<file path="src/rtl/arc_pkg.sv">
package arc_pkg;

    localparam int PL_W = 2;

    localparam logic [1:0] ACC_FETCH = 2'd0;
    localparam logic [1:0] ACC_READ  = 2'd1;
    localparam logic [1:0] ACC_WRITE = 2'd2;

    typedef enum logic [2:0] {
        CAUSE_NONE   = 3'd0,
        CAUSE_ABSENT = 3'd1,
        CAUSE_TYPE   = 3'd2,
        CAUSE_PRIV   = 3'd3,
        CAUSE_LIMIT  = 3'd4,
        CAUSE_IOPL   = 3'd5,
        CAUSE_INSTR  = 3'd6
    } cause_t;

    typedef struct packed {
        logic   grant;
        logic   fault;
        cause_t cause;
    } verdict_t;

endpackage

</file>
<file path="src/rtl/arc_seg_eval.sv">
module arc_seg_eval
    import arc_pkg::*;
#(
    parameter int OFS_W = 32
) (
    input  logic [PL_W-1:0]  cpl,
    input  logic [PL_W-1:0]  rpl,
    input  logic [PL_W-1:0]  dpl,
    input  logic [1:0]       acc,
    input  logic             is_code,
    input  logic             rw_ok,
    input  logic             present,
    input  logic [OFS_W-1:0] limit,
    input  logic [OFS_W-1:0] offset,
    output cause_t           seg_cause
);

    logic [PL_W-1:0] eff_pl;
    logic            type_bad;
    logic            pl_bad;
    logic            over_limit;

    always_comb begin
        eff_pl = (cpl > rpl) ? cpl : rpl;
        pl_bad = eff_pl > dpl;
        over_limit = offset > limit;

        unique case (acc)
            ACC_FETCH: type_bad = !is_code;
            ACC_WRITE: type_bad = is_code || !rw_ok;
            default:   type_bad = is_code && !rw_ok;
        endcase

        if (!present)        seg_cause = CAUSE_ABSENT;
        else if (type_bad)   seg_cause = CAUSE_TYPE;
        else if (pl_bad)     seg_cause = CAUSE_PRIV;
        else if (over_limit) seg_cause = CAUSE_LIMIT;
        else                 seg_cause = CAUSE_NONE;
    end

endmodule

</file>
<file path="config.mk">
export PLATFORM = sky130hd
export DESIGN_NAME = arc_seg_eval
export DESIGN_NICKNAME = d
export VERILOG_FILES = /design/src/rtl/arc_pkg.sv /design/src/rtl/arc_seg_eval.sv
export SDC_FILE = /design/constraint.sdc
export NUM_CORES = 1
export LEC_CHECK = 0
export BUFFER_PORTS_ARGS = -buffer_cell sky130_fd_sc_hd__buf_2
export CAP_MARGIN = 20
export CELL_PAD_IN_SITES_DETAIL_PLACEMENT = 1
export CELL_PAD_IN_SITES_GLOBAL_PLACEMENT = 1
export CORE_ASPECT_RATIO = 0.7
export CORE_MARGIN = 2
export CORE_UTILIZATION = 27
export DETAILED_ROUTE_END_ITERATION = 8
export PLACE_DENSITY_LB_ADDON = 0.1
export SETUP_SLACK_MARGIN = 0.3
export SYNTH_ARGS = -nofsm -noshare
export SYNTH_HDL_FRONTEND = slang
export SYNTH_SLANG_ARGS = --single-unit
</file>
<file path="constraint.sdc">
create_clock -name vclk -period 1.6
set_input_delay 0.08 -clock vclk [all_inputs]
set_output_delay 0.08 -clock vclk [all_outputs]
set_load 0.02 [all_outputs]
</file>
==> impl_metrics.csv <==
group,metric,value,unit
setup_path,start_kind,"input pin",
drt,drc,0,
global_route,grt_pass1_vias,1348,
drt,detail-route-antenna-nets,0,
timing,slew_headroom,77.6,%
setup_path,timing.critical_path.max_delay_family,"compound AO/OA/AOI/OAI gates",
setup_path,crit_type,"input pin to output pin",
setup_path,cp_num_buf_inv,4,
global_route,grt_antenna_before_repair,0,
yosys,ys_types,21,
placed_design,gp_congestion,0.715,
global_route,grt-ovfl-total,0,
drt,post_drt_wl_per_cell,11.4,um
floorplanning,die_y,54.7,um
timing,max_slew.worst_pin.slew,0.335,ns
hold_path,holdPathEnd,"seg_cause[0]",
yosys,syn_area,991,sq um
setup_path,arrival,1.63,ns
final_layout,seq_area,0,sq um
floorplanning,die_w,76.4,um
power_and_ir_drop,total_power,439,uW
timing,worst_slack,-0.107,ns
yosys,yosysWarnings,0,
floorplanning,core_area,0.00351,sq mm
floorplanning,rows,18,
setup_path,crit_path_max_fanout,3,
yosys,syn_area_per_cell,6.93,sq um
timing,setup_viol,3,
final_layout,final_util,48.8,%
timing,finalCritPeriodShare,107,%
final_layout,fin_cells,285,
final_layout,nClkBuffers,0,
drt,drtIter0Drc,8,
timing,hold_viol,0,
setup_path,crit_required,1.52,ns
setup_path,crit_slowest_cell,"ha_1",
final_layout,final_net_count,349,
floorplanning,die_area,0.00418,sq mm
timing,fmax,586,MHz
final_layout,n_fill_cell,488,
final_layout,multi_input_area,960,sq um
job,drv_cap,0,
outcome,violations,"setup timing",
setup_path,cp-end-kind,"output pin",
timing,rsz0062_at_grt,"yes",
floorplanning,io_pins,78,
power_and_ir_drop,p_leak,0.00101,uW
drt,wirelength,3.25,mm
yosys,syn_nets,255,
drt,vias,1317,
final_layout,num_antenna_cells,0,
setup_path,crit_path_start,"rpl[1]",
final_layout,syn2layout_area_growth,73.0,%
placed_design,dp_hpwl,2.96,mm
global_route,grt_max_degree,5,
yosys,syn_inst,143,
drt,firstDrtPassIters,2,
outcome,status,"finished, violations left",
power_and_ir_drop,ir_drop,0.000125,V
yosys,yosysSeqAreaShare,0,%
setup_path,path_cells,"buf_8 -> inv_12 -> ha_4 -> nand2_4 -> o21ai_2 -> a221oi_2 -> o21ai_1 -> ha_1 -> nand2_1 -> o21ai_2 -> buf_4 -> a21boi_2 -> buf_6",
timing,period_needed,1.71,ns
global_route,grt_pass1_wl,5.46,mm
timing,fin_tns_setup,-0.262,ns
setup_path,cpPeakStageDelay,0.29,ns
timing,finalMaxSlewViolations,0,
placed_design,dp.cells,283,
floorplanning,start_util,28.2,%
hold_path,hold_class,"input pin to output pin",
global_route,grt_use_total,15.5,%
power_and_ir_drop,p_per_area,256,mW/mm^2
final_layout,design.seq.count,0,
hold_path,min-delay-start,"present",
setup_path,path_common_cell,"o21ai_2",
drt,drt-vias-per-instance,4.62,
final_layout,drive_gt1_share,48.1,%
placed_design,portBuffers,78,
hold_path,holdPathStages,3,
==> worst max-delay path by stage <==
| stage | to | slack [ns] | cells past startpoint |
|---|---|---|---|
| 6_report | seg_cause[1] | -0.11 | 13 |
| 3_3_place_gp | seg_cause[2] | -0.17 | 13 |
| 5_1_grt | seg_cause[1] | -0.21 | 13 |
| 3_5_place_dp | seg_cause[2] | -0.24 | 13 |
| 4_1_cts | seg_cause[1] | -0.10 | 13 |
| 2_1_floorplan | seg_cause[2] | 0.1 | 11 |
==> final cells by class <==
| cell class | instances | area share, % |
|---|---|---|
| timing repair buffer | 92 | 31.3 |
| inverter | 38 | 9.05 |
| multi-input combinational | 105 | 56.0 |
| tap | 50 | 3.65 |
==> layer usage <==
metal	GRT usage (%)	wire, um
met1	19.1	1440
met2	31.3	1640
met3	1.98	166
met4	0	0
met5	0	0
==> Yosys cell counts (all sizes together) <==
master | n | share of area (%)
inv | 38 | 14
ha | 37 | 47
a21oi | 13 | 6.9
nand2 | 9 | 3.4
nand4 | 9 | 5.7
o21ai | 8 | 4.0
nand3 | 5 | 2.5
nor2 | 5 | 1.9
a21o | 3 | 2.3
nor2b | 3 | 1.9
a221o | 2 | 2.0
nor3 | 2 | 1.0
nor4 | 2 | 1.3
a2111oi | 1 | 1.0
a211oi | 1 | 0.76
a21boi | 1 | 0.76
a221oi | 1 | 0.88
mux2i | 1 | 1.0
o211ai | 1 | 0.76
o31ai | 1 | 0.76
==> cells in the final DEF (no fill, tap or decap), types with 2 or more instances in the layout <==
master,n
buf_2,72
inv_1,35
ha_1,33
buf_4,14
a21oi_1,11
nand4_1,9
nand2_1,8
nand3_1,5
buf_6,5
nor2_1,4
o21ai_0,4
ha_4,4
o21ai_2,3
nor2b_1,3
a21o_1,3
inv_2,2
a221o_1,2
a21oi_2,2
==> per-stage QoR <==
| stage | hold slack [ns] | setup WS, ns | area [sq um] |
|---|---|---|---|
| 2_1_floorplan | 0.236 | 0.0998 | 1070 |
| 3_3_place_gp | 0.462 | -0.173 | 1610 |
| 3_5_place_dp | 0.463 | -0.244 | 1610 |
| 4_1_cts | 0.444 | -0.100 | 1670 |
| 5_1_grt | 0.473 | -0.214 | 1710 |
| 6_report | 0.450 | -0.107 | 1710 |
==> cell families after synthesis <==
kind of cell    share of synthesized area, %
compound gates                          20.2
simple gates                            17.7
buf+inv                                 14.4
fa+ha+maj                               46.7
mux                                     1.01
==> timing repair <==
item,4_1_cts,5_1_grt
pin swaps,8,2
hold buffers,0,0
setup buffers,1,1
endpoints found under the hold margin,0,0
gates cloned,0,0
setup endpoints to repair,3,3
gates resized for setup,15,6
==> power breakdown <==
part / leakage, uW / total (uW) / internal, uW / switching, uW
Combinational: 0.00101 / 439 / 236 / 203
Clock: 0 / 0 / 0 / 0
Sequential: 0 / 0 / 0 / 0
Total: 0.00101 / 439 / 236 / 203
No activity file was read; power rests on OpenSTA's default activity.
